**src/rtl/swd_host_pkg.sv**
```systemverilog
// Package: shared types, reply codes and helper functions for the debug host engine.
// Assumes a fixed 32-bit data word as the link protocol defines.
package swd_host_pkg;
    localparam int DATA_W = 32;
    localparam int REQ_W  = 8;
    localparam int ACK_W  = 3;
    localparam int BIT_W  = $clog2(DATA_W + 1);

    localparam logic [ACK_W-1:0] REPLY_OK    = 3'b001;
    localparam logic [ACK_W-1:0] REPLY_WAIT  = 3'b010;
    localparam logic [ACK_W-1:0] REPLY_FAULT = 3'b100;

    typedef enum logic [2:0] {
        PH_IDLE,
        PH_REQ,
        PH_TURN_REQ,
        PH_REPLY,
        PH_TURN_WR,
        PH_WDATA,
        PH_RDATA,
        PH_TURN_END
    } phase_t;

    // Build the 8-bit header, index 0 goes on the wire first.
    function automatic logic [REQ_W-1:0] make_header(input logic ap, input logic rd,
                                                     input logic [1:0] a);
        logic par;
        par = ap ^ rd ^ a[0] ^ a[1];
        return {1'b1, 1'b0, par, a[1], a[0], rd, ap, 1'b1};
    endfunction

    // Index of the last bit in each phase.
    function automatic logic [BIT_W-1:0] phase_last(input phase_t ph);
        case (ph)
            PH_REQ:   return BIT_W'(REQ_W - 1);
            PH_REPLY: return BIT_W'(ACK_W - 1);
            PH_WDATA,
            PH_RDATA: return BIT_W'(DATA_W);
            default:  return '0;
        endcase
    endfunction
endpackage

```
**src/rtl/swd_tick_gen.sv**
```systemverilog
// Serial clock generator. Holds swclk low while idle and latches the divider
// when idle. Each half period lasts div+1 cycles. Flags the system edge at
// which swclk rises or falls. Assumes run stays high for a whole transaction.
module swd_tick_gen #(
    parameter int DIV_W = 8
) (
    input  logic             clk,
    input  logic             rst_n,
    input  logic             run,
    input  logic [DIV_W-1:0] div_in,
    output logic             swclk,
    output logic             rise_evt,
    output logic             fall_evt
);
    logic [DIV_W-1:0] cnt_q;
    logic [DIV_W-1:0] div_q;
    logic             sclk_q;
    logic             hit;

    assign hit      = run && (cnt_q == div_q);
    assign rise_evt = hit && !sclk_q;
    assign fall_evt = hit && sclk_q;
    assign swclk    = sclk_q;

    // Half-period counter and clock level; divider captured while idle.
    always_ff @(posedge clk) begin
        if (!rst_n) begin
            cnt_q  <= '0;
            sclk_q <= 1'b0;
            div_q  <= '0;
        end else if (!run) begin
            cnt_q  <= '0;
            sclk_q <= 1'b0;
            div_q  <= div_in;
        end else if (hit) begin
            cnt_q  <= '0;
            sclk_q <= ~sclk_q;
        end else begin
            cnt_q  <= cnt_q + 1'b1;
        end
    end

    p_cnt_bound_r8: assert property (@(posedge clk) disable iff (!rst_n)
        run |-> cnt_q <= div_q);
    p_div_hold_r8: assert property (@(posedge clk) disable iff (!rst_n)
        (run && $past(run)) |-> $stable(div_q));
endmodule

```
**src/rtl/swd_seq.sv**
```systemverilog
// Transaction sequencer. It steps through header, turnaround, reply and data
// phases, shifting out on serial falling edges and sampling in on rising ones.
// Assumes rise_evt and fall_evt alternate and come from swd_tick_gen.
module swd_seq
    import swd_host_pkg::*;
(
    input  logic              clk,
    input  logic              rst_n,
    input  logic              start,
    input  logic              port_ap,
    input  logic              is_read,
    input  logic [1:0]        reg_addr,
    input  logic [DATA_W-1:0] wdata,
    input  logic              rise_evt,
    input  logic              fall_evt,
    input  logic              swdio_in,
    output logic              busy,
    output logic              done,
    output logic [ACK_W-1:0]  ack,
    output logic [DATA_W-1:0] rdata,
    output logic              parity_err,
    output logic              swdio_out,
    output logic              swdio_oe
);
    phase_t            ph_q;
    logic [BIT_W-1:0]  bit_q;
    logic [DATA_W:0]   tx_q;
    logic [DATA_W:0]   rx_q;
    logic [ACK_W-1:0]  reply_q;
    logic [DATA_W-1:0] wd_q;
    logic              rd_q;
    logic              last_bit;

    assign last_bit  = (bit_q == phase_last(ph_q));
    assign busy      = (ph_q != PH_IDLE);
    assign swdio_oe  = (ph_q == PH_REQ) || (ph_q == PH_WDATA);
    assign swdio_out = swdio_oe & tx_q[0];

    // Phase control, shifters and result registers.
    always_ff @(posedge clk) begin
        if (!rst_n) begin
            ph_q       <= PH_IDLE;
            bit_q      <= '0;
            tx_q       <= '0;
            rx_q       <= '0;
            reply_q    <= '0;
            wd_q       <= '0;
            rd_q       <= 1'b0;
            done       <= 1'b0;
            ack        <= '0;
            rdata      <= '0;
            parity_err <= 1'b0;
        end else begin
            done <= 1'b0;
            if (ph_q == PH_IDLE) begin
                if (start) begin
                    tx_q       <= {{(DATA_W + 1 - REQ_W){1'b0}},
                                   make_header(port_ap, is_read, reg_addr)};
                    rd_q       <= is_read;
                    wd_q       <= wdata;
                    parity_err <= 1'b0;
                    bit_q      <= '0;
                    ph_q       <= PH_REQ;
                end
            end else begin
                if (rise_evt && ph_q == PH_REPLY)
                    reply_q <= {swdio_in, reply_q[ACK_W-1:1]};
                if (rise_evt && ph_q == PH_RDATA)
                    rx_q <= {swdio_in, rx_q[DATA_W:1]};
                if (fall_evt) begin
                    if (ph_q == PH_REQ || ph_q == PH_WDATA)
                        tx_q <= tx_q >> 1;
                    if (!last_bit) begin
                        bit_q <= bit_q + 1'b1;
                    end else begin
                        bit_q <= '0;
                        case (ph_q)
                            PH_REQ:      ph_q <= PH_TURN_REQ;
                            PH_TURN_REQ: ph_q <= PH_REPLY;
                            PH_REPLY: begin
                                ack <= reply_q;
                                if (reply_q == REPLY_OK)
                                    ph_q <= rd_q ? PH_RDATA : PH_TURN_WR;
                                else
                                    ph_q <= PH_TURN_END;
                            end
                            PH_TURN_WR: begin
                                tx_q <= {^wd_q, wd_q};
                                ph_q <= PH_WDATA;
                            end
                            PH_RDATA: begin
                                rdata      <= rx_q[DATA_W-1:0];
                                parity_err <= ^rx_q;
                                ph_q       <= PH_TURN_END;
                            end
                            default: begin
                                ph_q <= PH_IDLE;
                                done <= 1'b1;
                            end
                        endcase
                    end
                end
            end
        end
    end

    p_done_pulse_r9: assert property (@(posedge clk) disable iff (!rst_n)
        done |=> !done);
    p_done_on_fall_r9: assert property (@(posedge clk) disable iff (!rst_n)
        done |-> $past(fall_evt));
    p_dir_held_r9: assert property (@(posedge clk) disable iff (!rst_n)
        (busy && $past(busy)) |-> ($stable(rd_q) && $stable(wd_q)));
    p_perr_read_only_r6: assert property (@(posedge clk) disable iff (!rst_n)
        $rose(parity_err) |-> (rd_q && ack == REPLY_OK));
    p_released_after_req_r2: assert property (@(posedge clk) disable iff (!rst_n)
        ($past(ph_q) == PH_REQ && ph_q == PH_TURN_REQ) |-> !swdio_oe);
endmodule

```
**src/rtl/swd_host_engine.sv**
```systemverilog
// Top: serial debug host engine. Connects the clock generator to the
// sequencer. Assumes clk_div is held stable while busy.
module swd_host_engine
    import swd_host_pkg::*;
#(
    parameter int DIV_W = 8
) (
    input  logic              clk,
    input  logic              rst_n,
    input  logic [DIV_W-1:0]  clk_div,
    input  logic              start,
    input  logic              port_ap,
    input  logic              is_read,
    input  logic [1:0]        reg_addr,
    input  logic [31:0]       wdata,
    output logic              busy,
    output logic              done,
    output logic [2:0]        ack,
    output logic [31:0]       rdata,
    output logic              parity_err,
    output logic              swclk,
    output logic              swdio_out,
    output logic              swdio_oe,
    input  logic              swdio_in
);
    logic rise_evt;
    logic fall_evt;

    swd_tick_gen #(.DIV_W(DIV_W)) u_tick (
        .clk      (clk),
        .rst_n    (rst_n),
        .run      (busy),
        .div_in   (clk_div),
        .swclk    (swclk),
        .rise_evt (rise_evt),
        .fall_evt (fall_evt)
    );

    swd_seq u_seq (
        .clk        (clk),
        .rst_n      (rst_n),
        .start      (start),
        .port_ap    (port_ap),
        .is_read    (is_read),
        .reg_addr   (reg_addr),
        .wdata      (wdata),
        .rise_evt   (rise_evt),
        .fall_evt   (fall_evt),
        .swdio_in   (swdio_in),
        .busy       (busy),
        .done       (done),
        .ack        (ack),
        .rdata      (rdata),
        .parity_err (parity_err),
        .swdio_out  (swdio_out),
        .swdio_oe   (swdio_oe)
    );

    p_drive_hold_high_r8: assert property (@(posedge clk) disable iff (!rst_n)
        (swclk && $past(swclk)) |-> ($stable(swdio_out) && $stable(swdio_oe)));
    p_idle_clk_low_r8: assert property (@(posedge clk) disable iff (!rst_n)
        !busy |-> !swclk);
endmodule

```
**config.mk**
```make
export PLATFORM = sky130hd
export DESIGN_NAME = swd_host_engine
export DESIGN_NICKNAME = d
export VERILOG_FILES = /design/src/rtl/swd_host_pkg.sv /design/src/rtl/swd_tick_gen.sv /design/src/rtl/swd_seq.sv /design/src/rtl/swd_host_engine.sv
export SDC_FILE = /design/constraint.sdc
export NUM_CORES = 1
export LEC_CHECK = 0
export CELL_PAD_IN_SITES_DETAIL_PLACEMENT = 1
export CELL_PAD_IN_SITES_GLOBAL_PLACEMENT = 1
export CORE_ASPECT_RATIO = 1.2
export CORE_MARGIN = 5
export CORE_UTILIZATION = 33
export CTS_CLUSTER_DIAMETER = 80
export CTS_CLUSTER_SIZE = 14
export DETAILED_ROUTE_END_ITERATION = 12
export GPL_TIMING_DRIVEN = 0
export PLACE_DENSITY_LB_ADDON = 0.1
export SYNTH_ARGS = -nofsm -noshare
export SYNTH_HDL_FRONTEND = slang
export SYNTH_SLANG_ARGS = --single-unit
```
**constraint.sdc**
```tcl
create_clock -name clk -period 2.39 [get_ports clk]
set_input_delay 0.478 -clock clk [delete_from_list [all_inputs] [get_ports clk]]
set_output_delay 0.478 -clock clk [all_outputs]
set_load 0.02 [all_outputs]
```
==> run_results.csv <==
group,metric,value,unit
die,row_count,62,
cts,cts_buffer_depth,2,
setup_path,worst_ep_arrival_time,1.80,ns
setup_path,r2r_cells,8,
setup_path,cp_max_fo,10,
sta,max-slew-margin-rel,0.570,
power,cellPowerDensity,631,nW/µm²
cts,ctsHoldBuffers,0,
die,die_h,181,µm
run_status,outcome,"finished clean",
cts,cts_buffers,17,
synth,yosys_warnings,0,
route,firstDrtPassIters,6,
cts,path_clk_slew,0.08,ns
synth,async_reset_ff_frac,0,
cts,cts_tree,"yes",
final_layout,syn_to_final_growth,24.9,%
cts,clock_sinks,165,
synth,synthFlopType,"dfxtp_1",
die,dieArea,27500,µm²
route,drtIter0Drc,199,
cts,clockRootBuffer,"clkbuf_16",
route,antenna_left,0,
final_layout,drive_gt1_frac,0.125,
route,wl_per_cell,15.9,µm
route,drc_errors,0,
setup_path,cp-startpoint,"u_seq.ph_q[2]",
final_layout,fill_cells,2872,
min_path,hp-start,"u_seq.rdata[23]",
sta,clock-skew-final,0.0128,ns
final_layout,finalInstanceArea,9990,µm²
synth,syn_area,8000,µm²
sta,rsz0062_at_grt,"false",
placed_design,io_buffer_count,87,
min_path,min_path_type,"reg -> reg",
route,vias_per_cell,4.81,
grt,grt_pass1_wl,35400,µm
setup_path,endpoint_kind,"output pin",
die,start_util,0.335,
synth,synth_edf_count,0,
synth,synth.top_cell.area_share,0.413,
route,drt-total-wl,21700,µm
setup_path,critPathKind,"reg -> out",
grt,grt_pass1_vias,6738,
sta,fmax,438,MHz
die,coreArea,23900,µm²
route,num_vias,6545,
cts,clkLatencyLatePin,0.43,ns
sta,tightest_slew,0.644,ns
power,max-vdd-ir-drop,0.000469,V
setup_path,worstSetupStartpointType,"flop",
grt,grt_util_all_layers,0.158,
final_layout,antennaDiodeCount,0,
sta,hold_viol,0,
final_layout,nets,1077,
cts,htree_num_levels,4,
sta,min_period,2.28,ns
setup_path,cp.required,1.91,ns
grt,antenna_found_initial,0,
sta,min_period_over_period,0.955,
grt,grt.overflow.total,0,
synth,synth_cells,910,
synth,ys_seq_area_frac,0.413,
sta,maxSlewViolCount,0,
synth,synthTopCellsByArea,"dfxtp_1, nand2_1, xnor2_1",
setup_path,reg2reg_from,"u_seq.ph_q[2]",
synth,synth_area_per_cell,8.79,µm²
die,chipWidth,152,µm
run,maxCapViolCount,0,
final_layout,post-route-util,0.418,
grt,grt_max_degree,19,
die,pin_count,89,
synth,syn_nets,960,
synth,yosys.area.top_type,"dfxtp_1",
min_path,hold_depth,2,
placed_design,placed_area,9270,µm²
power,power,6.31,mW
synth,synth_cell_types,50,
sta,setup_viol,0,
power,p_leak,3.39,nW
placed_design,gp_congestion,0.742,
synth,ys_seq_elements,165,
placed_design,hpwl,16000,µm
==> worst max-delay path, cell delays in order, from the launching register on <==
cell and delay, ns:
dfxtp_1 0.31, buf_2 0.24, nor3_4 0.06, inv_2 0.13, clkbuf_2 0.26, dlygate4sd2_1 0.37
==> per-layer routing <==
metal / vias up / track usage / routed length, µm
li1: 3285 / - / -
met1: 3176 / 0.179 / 9080
met2: 64 / 0.301 / 11800
met3: 20 / 0.0279 / 430
met4: 0 / 0.0442 / 334
met5: - / 0 / 0
==> where the power goes <==
group,internal [mW],switching [mW]
Clock,1.43,1.33
Combinational,0.314,0.360
Sequential,2.81,0.0592
==> through the flow <==
stage                     setup slack (ns)  hold WS [ns]  setup TNS, ns  std cells
final                                0.108         0.449              0       1360
after floorplan                      0.360         0.443              0        910
after detailed placement            -0.577         0.443          -1.22       1317
after CTS                          0.00999         0.455              0       1351
after global routing               0.00842         0.476              0       1360
after global placement              -0.607         0.439          -1.28       1317
==> sequential cells by signal (all words and copies together) (netlist names), 3 cells and up <==
register and count:
u_seq.ack 3, u_tick.cnt_q 8, u_seq.ph_q 3, u_tick.div_q 8, u_seq.tx_q 33, u_seq.reply_q 3
u_seq.wd_q 32, u_seq.rx_q 33, u_seq.bit_q 6, u_seq.rdata 32
==> cell families after synthesis <==
kind of cell | count (synthesis) | synth area share
simple gates | 387 | 0.227
buf+inv | 69 | 0.0469
flops | 165 | 0.413
fa+ha+maj | 2 | 0.00313
compound gates | 161 | 0.166
mux | 39 | 0.0488
xor+xnor | 87 | 0.0952
==> final cells by class <==
class                           count  area [µm²]  share of cell area
Sequential cell                   165        3300               0.331
Tap cell                          320         400              0.0401
Multi-Input combinational cell    676        4350               0.436
Buffer                             62         354              0.0354
Clock inverter                     14         150              0.0150
Clock buffer                       18         439              0.0440
Inverter                            6        31.3             0.00313
Timing Repair Buffer               99         960              0.0960
==> placed cells by master, fill, tap and decap left out, types with 5 or more instances in the layout <==
master	n
xor2_1	24
dfxtp_1	165
mux2i_1	39
a311o_1	26
nor2b_1	40
a21boi_1	36
buf_2	9
nand3_1	36
clkbuf_1	33
and3_1	10
clkdlybuf4s50_1	84
nand2_1	204
a21boi_0	44
a21boi_2	20
nand2_2	22
clkbuf_16	17
o21ai_0	15
buf_6	13
inv_8	5
xnor2_1	63
buf_4	15
nor2_1	51
==> final timing paths <==
kind                                         end  slack, ns
worst max-delay path                        busy       0.11
worst min-delay path             u_seq.rdata[23]       0.45
worst max register to register  u_seq.parity_err       0.24
worst min register to register   u_seq.rdata[23]       0.45
==> synth_stat cells, types with 2 or more instances <==
cell type	n
a21boi_0	44
a21boi_1	36
a21boi_2	20
a21oi_1	4
a22oi_1	4
a311o_1	26
and2_1	2
and3_1	10
buf_1	3
buf_2	9
buf_4	4
buf_6	12
clkbuf_1	35
dfxtp_1	165
ha_1	2
inv_1	5
mux2i_1	39
nand2_1	205
nand2_2	22
nand3_1	36
nor2_1	52
nor2b_1	40
nor3_1	2
nor3b_1	3
nor4_4	3
o21ai_0	15
o311ai_0	2
o31ai_1	2
or3_1	2
xnor2_1	63
xor2_1	24
==> what timing repair did <==
| item | CTS | global route |
|---|---|---|
| pin swaps | 2 | 3 |
| resized for setup | 17 | 3 |
| setup buffers | 2 | 10 |
| endpoints found under the setup margin | 3 | 51 |
| endpoints found under the hold margin | 0 | 0 |
Power figures use the tool's default switching activity.
